## config.mk

```make
export PLATFORM = sky130hd
export DESIGN_NAME = chunk_alloc_engine
export DESIGN_NICKNAME = d
export VERILOG_FILES = /design/src/rtl/chunk_alloc_pkg.sv /design/src/rtl/chunk_map.sv /design/src/rtl/run_tracker.sv /design/src/rtl/chunk_alloc_engine.sv
export SDC_FILE = /design/constraint.sdc
export NUM_CORES = 1
export LEC_CHECK = 0
export ABC_CLOCK_PERIOD_IN_PS = 20700
export CORE_UTILIZATION = 55
export CTS_BUF_LIST = sky130_fd_sc_hd__clkbuf_16
export CTS_CLUSTER_SIZE = 10
export DETAILED_ROUTE_END_ITERATION = 10
export PLACE_DENSITY = 0.73
export SYNTH_ARGS = -nofsm -noshare
export SYNTH_HDL_FRONTEND = slang
export SYNTH_HIERARCHICAL = 1
export SYNTH_SLANG_ARGS = --single-unit
```

## constraint.sdc

```tcl
create_clock -name clk -period 20.7 [get_ports clk]
set_input_delay 2.07 -clock clk [delete_from_list [all_inputs] [get_ports clk]]
set_output_delay 2.07 -clock clk [all_outputs]
set_load 0.1 [all_outputs]
```

## src/rtl/chunk_alloc_pkg.sv

```systemverilog
package chunk_alloc_pkg;

  typedef enum logic [1:0] {
    FIT_FIRST = 2'd0,
    FIT_NEXT  = 2'd1,
    FIT_BEST  = 2'd2,
    FIT_WORST = 2'd3
  } fit_mode_e;

  typedef enum logic {
    ST_IDLE = 1'b0,
    ST_SCAN = 1'b1
  } eng_state_e;

endpackage

```

## src/rtl/chunk_map.sv

```systemverilog
module chunk_map #(
  parameter int N  = 64,
  parameter int IW = 6,
  parameter int LW = 7
) (
  input  logic          clk,
  input  logic          rst_n,
  input  logic          set_en,
  input  logic          clr_en,
  input  logic [IW-1:0] span_start,
  input  logic [LW-1:0] span_len,
  output logic [N-1:0]  map_q
);

  // one bit per chunk inside [s, s+l)
  function automatic logic [N-1:0] span_mask(input logic [IW-1:0] s, input logic [LW-1:0] l);
    logic [N-1:0] m;
    for (int i = 0; i < N; i++) begin
      m[i] = (i >= int'(s)) && (i < int'(s) + int'(l));
    end
    return m;
  endfunction

  logic [N-1:0] mask;
  assign mask = span_mask(span_start, span_len);

  always_ff @(posedge clk) begin
    if (!rst_n)      map_q <= '0;
    else if (set_en) map_q <= map_q | mask;
    else if (clr_en) map_q <= map_q & ~mask;
  end

endmodule

```

## src/rtl/run_tracker.sv

```systemverilog
module run_tracker #(
  parameter int N  = 64,
  parameter int IW = 6,
  parameter int LW = 7
) (
  input  logic          clk,
  input  logic          rst_n,
  input  logic          clear,
  input  logic          step,
  input  logic          bit_free,
  input  logic [IW-1:0] pos,
  input  logic          prefer_small,
  input  logic [LW-1:0] need,
  output logic          fit_now,
  output logic [IW-1:0] fit_start,
  output logic          pick_valid,
  output logic [IW-1:0] pick_start
);

  localparam logic [IW-1:0] TOP = IW'(N - 1);

  logic [LW-1:0] run_len, cand_len, cur_len, eval_len;
  logic [IW-1:0] run_start, cand_start, cur_start, eval_start;
  logic          cand_v, at_top, closing, fits, beats;

  always_comb begin
    at_top     = (pos == TOP);
    cur_len    = bit_free ? run_len + 1'b1 : '0;
    cur_start  = (run_len == '0) ? pos : run_start;
    closing    = !bit_free || at_top;
    eval_len   = bit_free ? cur_len : run_len;
    eval_start = bit_free ? cur_start : run_start;
    fits       = closing && (eval_len != '0) && (eval_len >= need);
    beats      = fits && (!cand_v ||
                 (prefer_small ? (eval_len < cand_len) : (eval_len > cand_len)));
    fit_now    = bit_free && (cur_len >= need);
    fit_start  = cur_start;
    pick_valid = cand_v || beats;
    pick_start = beats ? eval_start : cand_start;
  end

  always_ff @(posedge clk) begin
    if (!rst_n || clear) begin
      run_len    <= '0;
      run_start  <= '0;
      cand_v     <= 1'b0;
      cand_len   <= '0;
      cand_start <= '0;
    end else if (step) begin
      // a run never continues across the wrap
      run_len <= (bit_free && !at_top) ? cur_len : '0;
      if (bit_free) run_start <= cur_start;
      if (beats) begin
        cand_v     <= 1'b1;
        cand_len   <= eval_len;
        cand_start <= eval_start;
      end
    end
  end

endmodule

```

## src/rtl/chunk_alloc_engine.sv

```systemverilog
module chunk_alloc_engine #(
  parameter int NUM_CHUNKS = 64,
  localparam int IW = $clog2(NUM_CHUNKS),
  localparam int LW = $clog2(NUM_CHUNKS + 1)
) (
  input  logic          clk,
  input  logic          rst_n,
  input  logic          req_valid,
  output logic          req_ready,
  input  logic          req_free,
  input  logic [1:0]    req_mode,
  input  logic [IW-1:0] req_start,
  input  logic [LW-1:0] req_len,
  output logic          rsp_done,
  output logic          rsp_fail,
  output logic [IW-1:0] rsp_index
);
  import chunk_alloc_pkg::*;

  localparam logic [IW-1:0] TOP   = IW'(NUM_CHUNKS - 1);
  localparam logic [LW-1:0] N_LEN = LW'(NUM_CHUNKS);

  function automatic logic overruns(input logic [IW-1:0] s, input logic [LW-1:0] l);
    return (int'(s) + int'(l)) > NUM_CHUNKS;
  endfunction

  function automatic logic [IW-1:0] wrap_after(input logic [IW-1:0] s, input logic [LW-1:0] l);
    int sum;
    sum = int'(s) + int'(l);
    if (sum >= NUM_CHUNKS) sum = sum - NUM_CHUNKS;
    return IW'(sum);
  endfunction

  eng_state_e    state;
  fit_mode_e     mode_q;
  logic [LW-1:0] len_q;
  logic [IW-1:0] scan_pos, scan_cnt, resume_ptr;
  logic          rsp_op_free;

  // named events
  logic [NUM_CHUNKS-1:0] chunk_state;
  logic accept, scanning, len_bad, free_bad, free_ok, greedy, scan_last;
  logic bit_free, fit_now, pick_valid, hit_greedy, hit_sized, alloc_win, scan_miss;
  logic [IW-1:0] fit_start, pick_start, win_start, map_start;
  logic [LW-1:0] map_len;

  assign req_ready  = (state == ST_IDLE);
  assign accept     = req_valid && req_ready;
  assign scanning   = (state == ST_SCAN);
  assign len_bad    = (req_len == '0) || (req_len > N_LEN);
  assign free_bad   = (req_len == '0) || overruns(req_start, req_len);
  assign free_ok    = accept && req_free && !free_bad;
  assign greedy     = (mode_q == FIT_FIRST) || (mode_q == FIT_NEXT);
  assign scan_last  = (scan_cnt == TOP);
  assign bit_free   = !chunk_state[scan_pos];
  assign hit_greedy = scanning && greedy && fit_now;
  assign hit_sized  = scanning && !greedy && scan_last && pick_valid;
  assign alloc_win  = hit_greedy || hit_sized;
  assign win_start  = hit_greedy ? fit_start : pick_start;
  assign scan_miss  = scanning && scan_last && !alloc_win;
  assign map_start  = alloc_win ? win_start : req_start;
  assign map_len    = alloc_win ? len_q : req_len;

  chunk_map #(.N(NUM_CHUNKS), .IW(IW), .LW(LW)) u_map (
    .clk(clk), .rst_n(rst_n), .set_en(alloc_win), .clr_en(free_ok),
    .span_start(map_start), .span_len(map_len), .map_q(chunk_state)
  );

  run_tracker #(.N(NUM_CHUNKS), .IW(IW), .LW(LW)) u_runs (
    .clk(clk), .rst_n(rst_n), .clear(accept), .step(scanning),
    .bit_free(bit_free), .pos(scan_pos), .prefer_small(mode_q == FIT_BEST),
    .need(len_q), .fit_now(fit_now), .fit_start(fit_start),
    .pick_valid(pick_valid), .pick_start(pick_start)
  );

  always_ff @(posedge clk) begin
    if (!rst_n) begin
      state       <= ST_IDLE;
      mode_q      <= FIT_FIRST;
      len_q       <= '0;
      scan_pos    <= '0;
      scan_cnt    <= '0;
      resume_ptr  <= '0;
      rsp_op_free <= 1'b0;
      rsp_done    <= 1'b0;
      rsp_fail    <= 1'b0;
      rsp_index   <= '0;
    end else begin
      rsp_done <= 1'b0;
      rsp_fail <= 1'b0;
      if (accept) begin
        rsp_op_free <= req_free;
        if (req_free) begin
          rsp_done  <= 1'b1;
          rsp_fail  <= free_bad;
          rsp_index <= free_bad ? '0 : req_start;
        end else if (len_bad) begin
          rsp_done  <= 1'b1;
          rsp_fail  <= 1'b1;
          rsp_index <= '0;
        end else begin
          state    <= ST_SCAN;
          mode_q   <= fit_mode_e'(req_mode);
          len_q    <= req_len;
          scan_pos <= (fit_mode_e'(req_mode) == FIT_NEXT) ? resume_ptr : '0;
          scan_cnt <= '0;
        end
      end else if (scanning) begin
        if (alloc_win) begin
          state      <= ST_IDLE;
          rsp_done   <= 1'b1;
          rsp_index  <= win_start;
          resume_ptr <= wrap_after(win_start, len_q);
        end else if (scan_miss) begin
          state     <= ST_IDLE;
          rsp_done  <= 1'b1;
          rsp_fail  <= 1'b1;
          rsp_index <= '0;
        end else begin
          scan_pos <= (scan_pos == TOP) ? '0 : scan_pos + 1'b1;
          scan_cnt <= scan_cnt + 1'b1;
        end
      end
    end
  end

endmodule

```

# After elaboration in Yosys (flattened, before gate mapping)
# Index checks and enable logic that the tools add are counted.
dict set report word_totals {
  ff_bits 127
  inputBits 19
}
dict set report op_classes {
  addsub 7
  order_cmp 135
  n_eq_ne 10
  mux 52
  n_bitwise 7
  n_reduce_logical 106
}
# operator n
set ops {}
lappend ops {{7-bit by 32-bit less-than comparator with 1-bit output, first input constant} 32}
lappend ops {{6-bit by 32-bit less-than comparator with 1-bit output, first input constant} 16}
lappend ops {{5-bit by 32-bit less-than comparator with 1-bit output, first input constant} 8}
lappend ops {{6-bit >= comparator, first input constant} 31}
lappend ops {{6-bit two-way mux} 27}
lappend ops {{4-bit by 32-bit less-than comparator with 1-bit output, first input constant} 4}
lappend ops {{64-bit two-way mux} 2}
lappend ops {{5-bit by 6-bit >= comparator with 1-bit output, first input constant} 16}
lappend ops {{1-bit logical AND} 78}
lappend ops {{64-bit AND} 1}
lappend ops {{3-bit by 32-bit less-than comparator with 1-bit output, first input constant} 2}
lappend ops {{64-bit NOT} 1}
lappend ops {{64-bit OR} 1}
lappend ops {{4-bit by 6-bit >= comparator with 1-bit output, first input constant} 8}
lappend ops {{1-bit by 32-bit less-than comparator with 1-bit output, first input constant} 1}
lappend ops {{2-bit by 32-bit less-than comparator with 1-bit output, first input constant} 1}
lappend ops {{7-bit two-way mux} 4}
lappend ops {{6-bit by 7-bit adder with 8-bit output} 3}
lappend ops {{3-bit by 6-bit >= comparator with 1-bit output, first input constant} 4}
lappend ops {{1-bit two-way mux} 18}
lappend ops {{7-bit >= comparator} 2}
lappend ops {{7-bit logical NOT} 2}
lappend ops {{6-bit by 1-bit adder with 6-bit output, second input constant} 2}
lappend ops {{6-bit equality test, second input constant} 2}
lappend ops {{other kinds (25)} 51}

# Logic depth before layout (Yosys ltp)
dict set report logic_depth {
  ltp_word 19
  depth_mapped 33
}

# Cells and area by module
# The synthesis kept the hierarchy.
# mod n_inst cells_per_inst area_each_um2 seq_area_each_um2
set modules_own_cells {}
lappend modules_own_cells {chunk_map 1 483 4015.1 1281.2}
lappend modules_own_cells {chunk_alloc_engine 1 319 2772.7 720.7}
lappend modules_own_cells {run_tracker 1 254 2199.6 540.5}

# Worst setup path before layout
# No wires, ideal clock.
dict set report synth_path {
  kind {register -> register}
  from {reg scan_pos[0]}
  to {reg with a tool-made name}
  setup_time_ns 0.134
  arrival_time_ns 7.733
  required_ns 20.566
  slack_ns 12.833
  stages_incl_launch_ff 33
  path_buffers 5
  period_less_slack_ns 7.867
  cell_sequence {dfxtp_1 -> buf_2 -> buf_2 -> mux4_2 -> mux4_2 -> mux2i_1 -> nor2_1 -> a21oi_1 -> buf_2 -> nand3_1 -> nor2_1 -> xor2_1 -> ha_1 -> o21ai_0 -> nor2_1 -> o221a_2 -> nor3_1 -> nor4_4 -> or2_2 -> a31oi_1 -> inv_1 -> clkbuf_1 -> nor2_1 -> a21oi_1 -> ha_1 -> fa_1 -> a21o_1 -> a21oi_1 -> o21ba_2 -> buf_4 -> nor4_4 -> a221oi_1 -> mux2i_1}
}
# item line_no
set synth_lines {}
lappend synth_lines {{start: declaration} chunk_alloc_engine.sv:37} ;# logic [IW-1:0] scan_pos, scan_cnt, resume_ptr;
lappend synth_lines {{start signal: assignment} chunk_alloc_engine.sv:105} ;# scan_pos <= (fit_mode_e'(req_mode) == FIT_NEXT) ? resume_ptr : '0;
lappend synth_lines {{start signal: assignment} chunk_alloc_engine.sv:120} ;# scan_pos <= (scan_pos == TOP) ? '0 : scan_pos + 1'b1;

==> results.json <==
{
  "synth_compound_area_share_pct": 19.55,
  "ys_seq_area_share_pct": 28.29,
  "hold_viol": 0,
  "outcome": "finished, final reports clean",
  "die_w_microns": 129.8,
  "vias": 8069,
  "cts_tree": "done",
  "dp_hpwl_microns": 17460,
  "routed_wl_microns": 24950,
  "synthCells": 1056,
  "setup_violations": 0,
  "cts-root-buf": "clkbuf_16",
  "gp_congestion": 0.9931,
  "cp_slowest_cell": "a21oi_1",
  "slew_headroom_pct": 22.27,
  "antenna_found_initial": 0,
  "fin_tns_setup_ps": 0,
  "max_cap_violations": 0,
  "cp_max_fo": 36,
  "ctsHoldBuffers": 0,
  "p_sw_mw": 0.3097,
  "ys_warn_count": 6,
  "r2r_start": "scan_pos[1]",
  "synthAdderAreaFrac_pct": 6.655,
  "crit_path_max_incr_delay_ps": 1080,
  "synth_ff_type": "dfxtp_1",
  "cts_resized": 0,
  "utilization_pct": 62.02,
  "switching_share_pct": 37.32,
  "crit_start": "scan_pos[1]",
  "power_frac_comb_pct": 32.4,
  "first_pass_iters": 6,
  "synth_top_family_by_area": "simple AND/OR/NAND/NOR gates",
  "criticalPathCategory": "register to register",
  "io_pins": 28,
  "die_y_microns": 129.8,
  "crit_family": "compound AO/OA/AOI/OAI gates",
  "core_sq_mm": 0.01594,
  "numCtsBuffers": 17,
  "start_kind": "register",
  "drt_iter0_markers": 830,
  "drc": 0,
  "synth_cell_types": 80,
  "finClkSkew_ps": 12.65,
  "portBuffers": 27,
  "clockBufferDepth": 2,
  "syn_to_final_growth_pct": 10.01,
  "grt_pass1_vias": 7545,
  "grt_max_degree": 78,
  "drive_above_1_share_pct": 12.26,
  "holdCritPathClass": "register to register",
  "period_minus_slack_ps": 9695,
  "reg2reg_depth": 27,
  "ant_nets": 0,
  "htree_levels": 4,
  "holdPathStages": 2,
  "cts_num_sinks": 127,
  "netlist_area_sq_mm": 0.008987,
  "grt_first_pass_wirelength_microns": 39840,
  "worstMarginPinSlew_ps": 1166,
  "p_clk_share_pct": 36.0,
  "power.density_mw_per_mm2": 83.95,
  "row_count": 46,
  "nets": 1105,
  "cp.depth": 27,
  "power.leakage_nw": 3.660,
  "endpoint_kind": "register",
  "cts_setup_buffers": 0,
  "synth-seq-cells": 127,
  "power_frac_seq_pct": 31.6,
  "synth_edf_count": 0,
  "avgSynthCellArea_sq_um": 8.511,
  "required_ps": 21060,
  "ir_drop_v": 0.00006378,
  "clock.fmax_ghz": 0.1031,
  "synthSimpleGateAreaFrac_pct": 19.56,
  "grt-ovfl-total": 0,
  "die_area_sq_mm": 0.01686,
  "intPower_mw": 0.5203,
  "fin_crit_sh_pct": 46.84,
  "antenna_cells": 0,
  "wire_per_inst_microns": 19.68,
  "holdWs_ps": 456.4,
  "grt_usage_pct": 30.65,
  "async_reset_ff_share_pct": 0,
  "syn-num-nets": 1121,
  "critPathBufInv": 4,
  "clk_latency_ps": 430,
  "synthXorXnorAreaFrac_pct": 2.896,
  "arrival_ps": 10050,
  "crit_top_cell": "buf_4",
  "synthMuxAreaShare_pct": 17.68,
  "start_util_pct": 56.37,
  "clk_pin_slew_ps": 60,
  "drv_slew": 0,
  "vias_per_cell": 6.364,
  "rsz0062_at_grt": "no"
}
==> metrics by stage <==
stage | worst slack, ps | power [mW] | instances | area, sq um
6_report | 11010 | 0.8300 | 1268 | 9887
5_1_grt | 10400 | 0.8610 | 1268 | 9887
4_1_cts | 11220 | 0.8251 | 1268 | 9883
3_5_place_dp | 11260 | 0.5257 | 1237 | 9308
3_3_place_gp | 11410 | 0.5257 | 1237 | 9308
2_1_floorplan | 12830 | 0.4631 | 1056 | 8987
==> cell families (layout without fill, tap and decap cells) <==
logic type / count (synthesis) / in the layout
mux: 131 / 131
flops: 127 / 127
simple gates: 367 / 367
compound gates: 242 / 242
xor+xnor: 28 / 28
fa+ha+maj: 46 / 46
buf+inv: 115 / 111
==> power groups by stage <==
stage	Sequential (mW)	Combinational (mW)	Clock (mW)
global placement	0.267	0.259	0
floorplan	0.274	0.190	0
finish	0.262	0.269	0.298
CTS	0.262	0.260	0.303
global route	0.263	0.285	0.313
detailed placement	0.267	0.259	0
==> final cells by class <==
class                           instances  area [sq um]
Fill cell                            1363          6056
Sequential cell                       127          2542
Tap cell                              216         270.3
Multi-Input combinational cell        814          5978
Clock buffer                           17         425.4
Timing Repair Buffer                   42         377.9
Inverter                               38         142.6
Clock inverter                         14         150.1
==> per-layer routing <==
metal	GRT usage, %	wire length [microns]
met3	7.380	1830
met4	18.26	1500
met5	0	0
met2	48.10	11120
met1	38.27	10510
==> Yosys cell counts (6+ instances only) <==
cell type,number,area [sq um]
xor2_1,11,96.34
mux2_2,19,214.0
a21o_1,11,82.58
o2111ai_1,7,61.31
xnor2_1,15,131.4
buf_2,11,55.05
mux4_2,20,450.4
clkbuf_1,54,202.7
and2_1,11,68.82
a21oi_1,61,305.3
nor3_1,17,85.08
nor2_1,67,251.5
a221oi_2,9,135.1
o211ai_1,14,105.1
o21ai_1,7,35.03
o21ai_0,46,230.2
or3_1,6,37.54
dfxtp_1,127,2542
mux2i_1,91,910.9
nand2_1,159,596.8
inv_1,37,138.9
ha_1,43,538.0
nor4_1,6,37.54
a221oi_1,21,183.9
a211oi_1,10,75.07
nand2b_1,20,125.1
nand3_1,37,185.2
a31oi_1,8,50.05
==> final timing paths <==
check,end,slack (ps)
setup / recovery,register,11010
hold / removal,register,460
setup reg to reg,register,11010
hold reg to reg,register,460
==> worst min-delay path, stage by stage, from the launching register on <==
cell     delay (ps)
dfxtp_1         310
nand2_1          50
mux2i_1          50
==> placed cells by master (no fill, tap or decap), types with 6 or more instances in the layout <==
master / netlist / layout
buf_4: 4 / 15
or3_1: 6 / 6
nand3_1: 37 / 37
nand2_1: 159 / 158
xnor2_1: 15 / 15
ha_1: 43 / 43
nand2b_1: 20 / 20
nor2_1: 67 / 67
o21ai_1: 7 / 7
a31oi_1: 8 / 8
mux2_2: 19 / 19
xor2_1: 11 / 11
o21ai_0: 46 / 46
dfxtp_1: 127 / 127
a221oi_1: 21 / 21
nor3_1: 17 / 17
inv_1: 37 / 38
o211ai_1: 14 / 14
clkdlybuf4s50_1: 0 / 26
and2_1: 11 / 11
o2111ai_1: 7 / 7
a21o_1: 11 / 11
a211oi_1: 10 / 10
mux4_2: 20 / 20
clkbuf_16: 0 / 17
mux2i_1: 91 / 91
a21oi_1: 61 / 59
a221oi_2: 9 / 9
(Power assumes the default switching activity.)
